<file path="src/rtl/refmon_pkg.sv">
package refmon_pkg;
  localparam int unsigned CNT_W_DEF   = 16;
  localparam int unsigned VAL_W_DEF   = 20;
  localparam int unsigned SYNC_DEPTH  = 2;

  // raw per-check fault state leaving the interval checker
  typedef struct packed {
    logic miss;
    logic runt;
  } fault_t;
endpackage

</file>
<file path="src/rtl/refmon_edge_sync.sv">
module refmon_edge_sync #(
  parameter int unsigned STAGES = refmon_pkg::SYNC_DEPTH
) (
  input  logic clk,
  input  logic rst_n,
  input  logic ref_in,
  output logic edge_p
);
  localparam int unsigned LEN = STAGES + 1;

  logic [LEN-1:0] shr;

  generate
    for (genvar g = 0; g < LEN; g++) begin : g_stage
      if (g == 0) begin : g_first
        always_ff @(posedge clk or negedge rst_n) begin
          if (!rst_n) shr[g] <= 1'b0;
          else        shr[g] <= ref_in;
        end
      end else begin : g_next
        always_ff @(posedge clk or negedge rst_n) begin
          if (!rst_n) shr[g] <= 1'b0;
          else        shr[g] <= shr[g-1];
        end
      end
    end
  endgenerate

  assign edge_p = shr[STAGES-1] & ~shr[STAGES];


  one_edge_per_rise_chk: assert property (@(posedge clk) disable iff (!rst_n)
    edge_p |=> !edge_p);
endmodule

</file>
<file path="src/rtl/refmon_cfg_latch.sv">
module refmon_cfg_latch #(
  parameter int unsigned CNT_W = refmon_pkg::CNT_W_DEF,
  parameter int unsigned VAL_W = refmon_pkg::VAL_W_DEF
) (
  input  logic             clk,
  input  logic             rst_n,
  input  logic             edge_p,
  input  logic [CNT_W-1:0] late_in,
  input  logic [CNT_W-1:0] early_in,
  input  logic [VAL_W-1:0] valid_in,
  output logic [CNT_W-1:0] late_q,
  output logic [CNT_W-1:0] early_q,
  output logic [VAL_W-1:0] valid_q
);
  logic armed;
  logic take;

  // follow live values until the first edge, then only on edges
  assign take = edge_p | ~armed;

  always_ff @(posedge clk or negedge rst_n) begin
    if (!rst_n) begin
      armed   <= 1'b0;
      late_q  <= '0;
      early_q <= '0;
      valid_q <= '0;
    end else begin
      if (edge_p) armed <= 1'b1;
      if (take) begin
        late_q  <= late_in;
        early_q <= early_in;
        valid_q <= valid_in;
      end
    end
  end


  hold_between_edges_chk: assert property (@(posedge clk) disable iff (!rst_n)
    (armed && !edge_p) |=> ($stable(late_q) && $stable(early_q) && $stable(valid_q)));
endmodule

</file>
<file path="src/rtl/refmon_interval.sv">
module refmon_interval
  import refmon_pkg::*;
#(
  parameter int unsigned CNT_W = CNT_W_DEF
) (
  input  logic             clk,
  input  logic             rst_n,
  input  logic             edge_p,
  input  logic [CNT_W-1:0] late_thr,
  input  logic [CNT_W-1:0] early_thr,
  output fault_t           raw,
  output logic             seen
);
  logic [CNT_W-1:0] cnt;   // cycles elapsed since last edge
  logic             at_late;
  logic             short_iv;

  assign at_late  = (cnt >= late_thr);
  assign short_iv = (cnt < early_thr);

  always_ff @(posedge clk or negedge rst_n) begin
    if (!rst_n) begin
      cnt <= '0;
    end else if (edge_p) begin
      cnt <= {{(CNT_W-1){1'b0}}, 1'b1};
    end else if (!at_late) begin
      cnt <= cnt + 1'b1;
    end
  end

  always_ff @(posedge clk or negedge rst_n) begin
    if (!rst_n) begin
      seen     <= 1'b0;
      raw.miss <= 1'b0;
      raw.runt <= 1'b0;
    end else if (edge_p) begin
      seen     <= 1'b1;
      raw.miss <= 1'b0;
      raw.runt <= seen & short_iv;
    end else if (at_late) begin
      raw.miss <= 1'b1;
    end
  end


  late_sets_miss_chk: assert property (@(posedge clk) disable iff (!rst_n)
    (!edge_p && cnt >= late_thr) |=> raw.miss);

  short_sets_runt_chk: assert property (@(posedge clk) disable iff (!rst_n)
    (edge_p && seen && cnt < early_thr) |=> raw.runt);

  counter_holds_chk: assert property (@(posedge clk) disable iff (!rst_n)
    (!edge_p && cnt >= late_thr) |=> (cnt == $past(cnt)));
endmodule

</file>
<file path="src/rtl/refmon_qualify.sv">
module refmon_qualify #(
  parameter int unsigned VAL_W = refmon_pkg::VAL_W_DEF
) (
  input  logic             clk,
  input  logic             rst_n,
  input  logic             fault_any,
  input  logic             seen,
  input  logic [VAL_W-1:0] valid_thr,
  output logic             ref_valid
);
  logic [VAL_W-1:0] tmr;
  logic             reached;

  assign reached = ({1'b0, tmr} + 1'b1) >= {1'b0, valid_thr};

  always_ff @(posedge clk or negedge rst_n) begin
    if (!rst_n) begin
      tmr       <= '0;
      ref_valid <= 1'b0;
    end else if (fault_any || !seen) begin
      tmr       <= '0;
      ref_valid <= 1'b0;
    end else if (!ref_valid) begin
      if (reached) ref_valid <= 1'b1;
      else         tmr       <= tmr + 1'b1;
    end
  end


  fault_drops_valid_chk: assert property (@(posedge clk) disable iff (!rst_n)
    fault_any |=> !ref_valid);

  rise_needs_clean_chk: assert property (@(posedge clk) disable iff (!rst_n)
    $rose(ref_valid) |-> ($past(!fault_any) && $past(seen)));
endmodule

</file>
<file path="src/rtl/refclk_qual_mon.sv">
module refclk_qual_mon
  import refmon_pkg::*;
#(
  parameter int unsigned CNT_W = CNT_W_DEF,
  parameter int unsigned VAL_W = VAL_W_DEF
) (
  input  logic             clk_mon,
  input  logic             rst_n,
  input  logic             ref_clk,
  input  logic             late_en,
  input  logic             early_en,
  input  logic [CNT_W-1:0] late_cyc,
  input  logic [CNT_W-1:0] early_cyc,
  input  logic [VAL_W-1:0] valid_cyc,
  output logic             miss_fault,
  output logic             runt_fault,
  output logic             ref_valid
);
  logic             edge_p;
  logic [CNT_W-1:0] late_q;
  logic [CNT_W-1:0] early_q;
  logic [VAL_W-1:0] valid_q;
  fault_t           raw;
  logic             seen;

  refmon_edge_sync #(.STAGES(SYNC_DEPTH)) u_sync (
    .clk    (clk_mon),
    .rst_n  (rst_n),
    .ref_in (ref_clk),
    .edge_p (edge_p)
  );

  refmon_cfg_latch #(.CNT_W(CNT_W), .VAL_W(VAL_W)) u_cfg (
    .clk      (clk_mon),
    .rst_n    (rst_n),
    .edge_p   (edge_p),
    .late_in  (late_cyc),
    .early_in (early_cyc),
    .valid_in (valid_cyc),
    .late_q   (late_q),
    .early_q  (early_q),
    .valid_q  (valid_q)
  );

  refmon_interval #(.CNT_W(CNT_W)) u_ivl (
    .clk       (clk_mon),
    .rst_n     (rst_n),
    .edge_p    (edge_p),
    .late_thr  (late_q),
    .early_thr (early_q),
    .raw       (raw),
    .seen      (seen)
  );

  assign miss_fault = raw.miss & late_en;
  assign runt_fault = raw.runt & early_en;

  refmon_qualify #(.VAL_W(VAL_W)) u_qual (
    .clk       (clk_mon),
    .rst_n     (rst_n),
    .fault_any (miss_fault | runt_fault),
    .seen      (seen),
    .valid_thr (valid_q),
    .ref_valid (ref_valid)
  );


  quiet_after_reset_chk: assert property (@(posedge clk_mon) disable iff (!rst_n)
    $rose(rst_n) |-> (!ref_valid && !miss_fault && !runt_fault));
endmodule

</file>
<file path="config.mk">
export PLATFORM = sky130hd
export DESIGN_NAME = refclk_qual_mon
export DESIGN_NICKNAME = d
export VERILOG_FILES = /design/src/rtl/refmon_pkg.sv /design/src/rtl/refmon_edge_sync.sv /design/src/rtl/refmon_cfg_latch.sv /design/src/rtl/refmon_interval.sv /design/src/rtl/refmon_qualify.sv /design/src/rtl/refclk_qual_mon.sv
export SDC_FILE = /design/constraint.sdc
export NUM_CORES = 1
export LEC_CHECK = 0
export BUFFER_PORTS_ARGS = -buffer_cell sky130_fd_sc_hd__buf_2
export CAP_MARGIN = 20
export CORE_ASPECT_RATIO = 0.75
export CORE_UTILIZATION = 50
export DETAILED_ROUTE_END_ITERATION = 8
export GPL_ROUTABILITY_DRIVEN = 0
export PLACE_DENSITY = 0.76
export SYNTH_ARGS = -nofsm -noshare
export SYNTH_HDL_FRONTEND = slang
export SYNTH_SLANG_ARGS = --single-unit
</file>
<file path="constraint.sdc">
create_clock -name clk_mon -period 3.4 [get_ports clk_mon]
set_clock_uncertainty 0.1 [all_clocks]
set_input_delay 1.02 -clock clk_mon [delete_from_list [all_inputs] [get_ports clk_mon]]
set_output_delay 1.02 -clock clk_mon [all_outputs]
set_load 0.02 [all_outputs]
</file>
# After elaboration in Yosys (flattened, before gate mapping)
# Index checks and enable logic that the tools add are counted.
# W data, S select, Z words.
dict set report totals {
  reg_bits 95
  input_bits 57
  out_inout_bits 3
  wordCells 43
}
dict set report classes {
  addsub 3
  n_lt_le_gt_ge 3
  eq_ne 3
  mux 10
  bitwise_logic 8
  reduce_logical 4
}
# op count
set op_table {}
lappend op_table {{$mux W20} 3}
lappend op_table {{$mux W16} 2}
lappend op_table {{$add A20 B1 Y21 const B} 1}
lappend op_table {{$ge A21 B20 Y1} 1}
lappend op_table {{$add A20 B1 Y20 const B} 1}
lappend op_table {{$add A16 B1 Y16 const B} 1}
lappend op_table {{$ge A16 B16 Y1} 1}
lappend op_table {{$lt A16 B16 Y1} 1}
lappend op_table {{$ne A2 B2 Y1 const B} 3}
lappend op_table {{$mux W1} 5}
lappend op_table {{$and A1 B1 Y1} 4}
lappend op_table {{$not A1 Y1} 2}
lappend op_table {{$or A1 B1 Y1} 2}
lappend op_table {{$reduce_and A2 Y1} 1}
lappend op_table {{$reduce_bool A2 Y1} 1}
lappend op_table {{$logic_not A1 Y1} 1}
lappend op_table {{$logic_or A1 B1 Y1} 1}

# Logic depth before layout (Yosys ltp)
dict set report logic_depth {
  depth_word 5
  ltp_mapped 14
}

# Modules after synthesis
# From an unflattened synthesis, not the netlist that was laid out.
dict set report unflattened {
  cells_unflattened 540
  area_unflattened_um2 6010.8
}
# mod n_inst cells_each area_per_inst_um2 seq_area_each_um2
set by_module_without_submodules {}
lappend by_module_without_submodules {refmon_cfg_latch 1 113 2230.9 1326.3}
lappend by_module_without_submodules {refmon_qualify 1 217 1910.6 525.5}
lappend by_module_without_submodules {refmon_interval 1 203 1757.9 475.5}
lappend by_module_without_submodules {refmon_edge_sync 1 4 88.8 75.1}
lappend by_module_without_submodules {refclk_qual_mon 1 3 22.5 0.0}

# Least setup slack after synthesis
# No wires, ideal clock.
dict set report synth_path {
  path_type {register -> register}
  from {reg u_qual.tmr[0]}
  to {reg u_qual.tmr[4]}
  setup_ps 82
  arrival_ps 3010
  path_slack_ps 208
  stages_incl_launch_ff 15
  n_path_buf 2
  cell_sequence {dfrtp_1 > ha_1 > nand3_1 > nor4_2 > nand4_1 > xnor2_1 > ha_1 > and3_1 > nand2_1 > or3_1 > o211ai_2 > buf_2 > buf_4 > o21ai_1 > a21oi_1}
}
dict set report synth_between {
  elab_chain_len 4
}
# element line
set synth_rtl {}
lappend synth_rtl {{start, declared} refmon_qualify.sv:11} ;# logic [VAL_W-1:0] tmr;
lappend synth_rtl {{start signal, assigned} refmon_qualify.sv:25} ;# else tmr <= tmr + 1'b1;
lappend synth_rtl {{$add A20 B1 Y21 / $add A20 B1 Y20 (equally long branches)} {refmon_qualify.sv:14, refmon_qualify.sv:25}}
lappend synth_rtl {{$ge A21 B20 Y1 / $mux W20 (equally long branches)} {refmon_qualify.sv:14, refmon_qualify.sv:24}}
lappend synth_rtl {{$ne A2 B2 Y1 (no line) / $mux W20 (equally long branches)} --}
lappend synth_rtl {{$reduce_and A2 Y1 (no line) / $mux W20 (equally long branches)} --}
# Parallel ways exist; a longest one is shown, timed or not. The select of a mux whose other input is x is not followed.
# A chain may end at the register's enable or synchronous reset.

# Final worst setup path
dict set report layout_path {
  from {reg u_qual.tmr[0]}
  to {reg u_qual.tmr[11]}
}
# Same word-level chain as after synthesis.

==> key figures <==
Clock network
  • Reg clk slew, reported paths: 70 ps
  • CTS root buffer: clkbuf_16
  • Worst-skew pair later-pin latency: 350 ps
  • Max clock buf depth: 2
  • TritonCTS clock tree: yes
  • Cts bufs inserted: 9
  • H-tree levels: 3
  • Clk sinks: 95

Final layout
  • Final Instance Area: 0.00655 mm^2
  • Fillers: 838
  • Ant diodes: 0
  • Share of cells above drive strength 1: 21.4%
  • Synth-to-layout area growth: 21.4%
  • Commonest non-fill, non-tap cell in the layout: dfrtp_1
  • Most frequent cells in the layout: dfrtp_1 (89), nand2_1 (77), buf_2 (58)
  • Final nets: 772

Status
  • Status: finished with violations
  • Failing checks: setup timing

Worst setup path
  • Max Fanout on Critical Path: 7
  • R2R depth: 14
  • CP max-delay cell: dfrtp_1
  • CP Depth: 14
  • CP top delay family: simple AND/OR/NAND/NOR gates
  • Crit path DAT: 3600 ps
  • Kind of critical path: register to register
  • CP max stage delay: 420 ps
  • Worst path required time: 3540 ps
  • CP cell instances: ha_4 > nand3_4 > nor4_4 > nand4_1 > xnor2_1 > ha_2 > and3_4 > nand2_4 > or3_4 > o211ai_4 > buf_6 > buf_8 > o21ai_1 > a21oi_2
  • Critical Path End Type: register
  • Startpoint types: register
  • Buf+Inv Stages, Crit Path: 2

Synthesis
  • Fraction of registers with async set/reset: 100%
  • Number of synthesized flops with an enable pin: 0
  • Warnings from Yosys: 0
  • Top_reg_cell synth: dfrtp_1
  • Yosys top cell area share: 44.1%
  • Register area share after synthesis: 44.1%
  • Syn Inst Count: 584
  • Syn Std Cell Area: 0.00539 mm^2
  • Unique masters post-synth: 48
  • Avg Cell Area, Syn: 9.24 um^2
  • Yosys reg bits: 95
  • Synth area leader: dfrtp_1
  • Syn_nets: 694
  • Synth area leaders: dfrtp_1 (44%), ha_1 (12%), nand2_1 (5.6%), o21ai_0 (5.5%), a21oi_1 (4.1%)

Pwr
  • Net Sw Frac: 30.1%
  • Pint: 2.15 mW
  • Leak: 3.08 nW
  • Pwr dens: 471 mW/mm^2
  • Peak supply drop: 0.312 mV
  • Clock share of power: 33.9%
  • Sequential power share: 44.7%
  • Logic pwr share: 21.4%
  • P_sw: 0.928 mW
  • Design Power: 3.08 mW

Place
  • PortBufs: 59
  • Post-place instance area: 0.00588 mm^2
  • Detailed placement HPWL: 8870 um

GRT
  • Largest net degree at the start of global routing: 52
  • Overall routing resource usage: 23.9%
  • Vias in the first global route: 4373
  • Total global routing overflow: 0
  • First-pass GRT wire length: 20700 um
  • Antenna violations before repair: 0

Timing
  • Final Cycle Share: 102%
  • Hold Fails Final Rpt: 0
  • Final setup violation count: 2
  • Final worst slack: -61.3 ps
  • Max_slew headroom: 38.5%
  • RSZ-0062 raised after global routing: yes
  • Slew Limit Fails: 0
  • Minimum clock period: 3460 ps
  • FMAX: 0.289 GHz
  • Tightest Pin Transition: 919 ps

Floorplanning
  • Initial Util: 52.0%
  • Die Width: 122 um
  • Num rows: 32
  • Die Y: 92.0 um
  • Die footprint: 0.0112 mm^2
  • Core Footprint: 0.0104 mm^2
  • Boundary pin count: 60

Drt
  • Drt drc: 0
  • Drt total wl: 13600 um
  • Vias: 4622
  • Per-cell routed wire length: 16.9 um
  • Starting DRT DRC Count: 374
  • Pre-Repair DR Iteration Count: 5
  • Via/cell ratio: 5.76
  • Post-DRT Antenna Nets: 0

Hold path
  • Min-delay worst type: register to register
  • WHS Path Cells: 0

Job
  • Max Cap Violations: 0
-- worst reg2reg max path: cells and delay by family, from the launching register on --
family | cells | cell delay, ps
AO/OA/AOI/OAI | 3 | 500
flip-flops | 1 | 420
AND/OR/NAND/NOR | 6 | 1340
XOR/XNOR | 1 | 190
buffers and inverters | 2 | 280
adder cells (fa/ha/maj) | 2 | 530
-- synth_stat cells, types with 2 or more instances --
library cell  instances
o31ai_1              11
o21ai_0              59
xnor2_1              18
a2111oi_0             2
nand2b_1              3
nand2_1              80
dfrtp_1              95
clkbuf_1             12
nand3_1              15
or4_1                11
o21ai_1              19
nor2b_1               2
nor3_2                2
buf_1                 3
and3_1                3
mux2_2                3
or3_1                21
a21o_1                4
nand4_1              13
o211ai_1              2
buf_2                 4
a211oi_1              3
ha_1                 53
a21oi_1              44
and4_1                7
xor2_1                4
inv_1                56
nor3b_1               2
nor2_1               14
-- what timing repair did --
| action | 4_1_cts | 5_1_grt |
|---|---|---|
| gates resized for setup | 3 | 46 |
| setup buffers | 1 | 13 |
| setup endpoints to repair | 13 | 20 |
| gates cloned | 0 | 4 |
| pin swaps | 2 | 19 |
| hold buffers | 0 | 0 |
| endpoints found under the hold margin | 0 | 0 |
-- metal layers --
metal / GRT usage [%] / vias up / wire, um
met4: 8.23 / 0 / 267
met1: 33.9 / 2212 / 6170
met2: 36.1 / 172 / 6270
met3: 4.91 / 27 / 888
met5: 0 / - / 0
li1: - / 2211 / -
-- path summary, 6_finish.rpt --
path,from,endpoint,slack [ps]
max,u_qual.tmr[0],u_qual.tmr[11],-60
min,u_sync.shr[0],u_sync.shr[1],250
max reg2reg,u_qual.tmr[0],u_qual.tmr[11],-60
min reg2reg,u_sync.shr[0],u_sync.shr[1],250
max in group asynchronous,rst_n,u_qual.tmr[14],1930
min in group asynchronous,rst_n,u_cfg.valid_q[5],580
-- kinds of logic after synthesis --
group                      count (synthesis)  synth area share (%)
AOI/OAI and AO/OA                        151                  15.9
and+or+nand+nor                          182                  17.7
adders and majority gates                 53                  12.3
buffers and inverters                     77                  5.66
muxes                                      4                 0.812
DFF                                       95                  44.1
xor gates and xnor gates                  22                  3.57
-- registers in the layout (all words and copies together) (netlist names), 2 cells and up --
signal	cells
u_cfg.valid_q	20
u_qual.tmr	20
u_cfg.early_q	16
u_cfg.late_q	16
u_ivl.cnt	16
u_sync.shr	3
u_ivl.raw	2
-- layout make-up --
cell class | instances | area, um^2 | area share (%)
multi-input combinational | 412 | 2860 | 43.7
sequential | 95 | 2380 | 36.4
timing repair buffer | 88 | 609 | 9.31
clock buffer | 11 | 253 | 3.86
inverter | 56 | 210 | 3.21
tap | 136 | 170 | 2.60
clock inverter | 5 | 56.3 | 0.860
-- metrics by stage --
step                      utilization, %  cells  worst slack, ps  setup TNS [ps]  hold WS [ps]
after floorplan                        -    584              208               0           231
after CTS                           59.9    786             9.37               0           250
after global routing                63.1    803             -181           -2310           250
final                               63.1    803            -61.3           -90.1           249
after detailed placement            56.7    769            -86.7            -679           236
after global placement              56.7    769             68.9               0           235
-- power by group through the flow --
stage	clock network [mW]	registers [mW]	logic, mW
2_1_floorplan	0	1.35	0.386
3_3_place_gp	0	1.37	0.546
3_5_place_dp	0	1.38	0.582
4_1_cts	1.06	1.36	0.589
5_1_grt	1.11	1.39	0.751
6_report	1.04	1.38	0.659
Power figures use the tool's default switching activity.
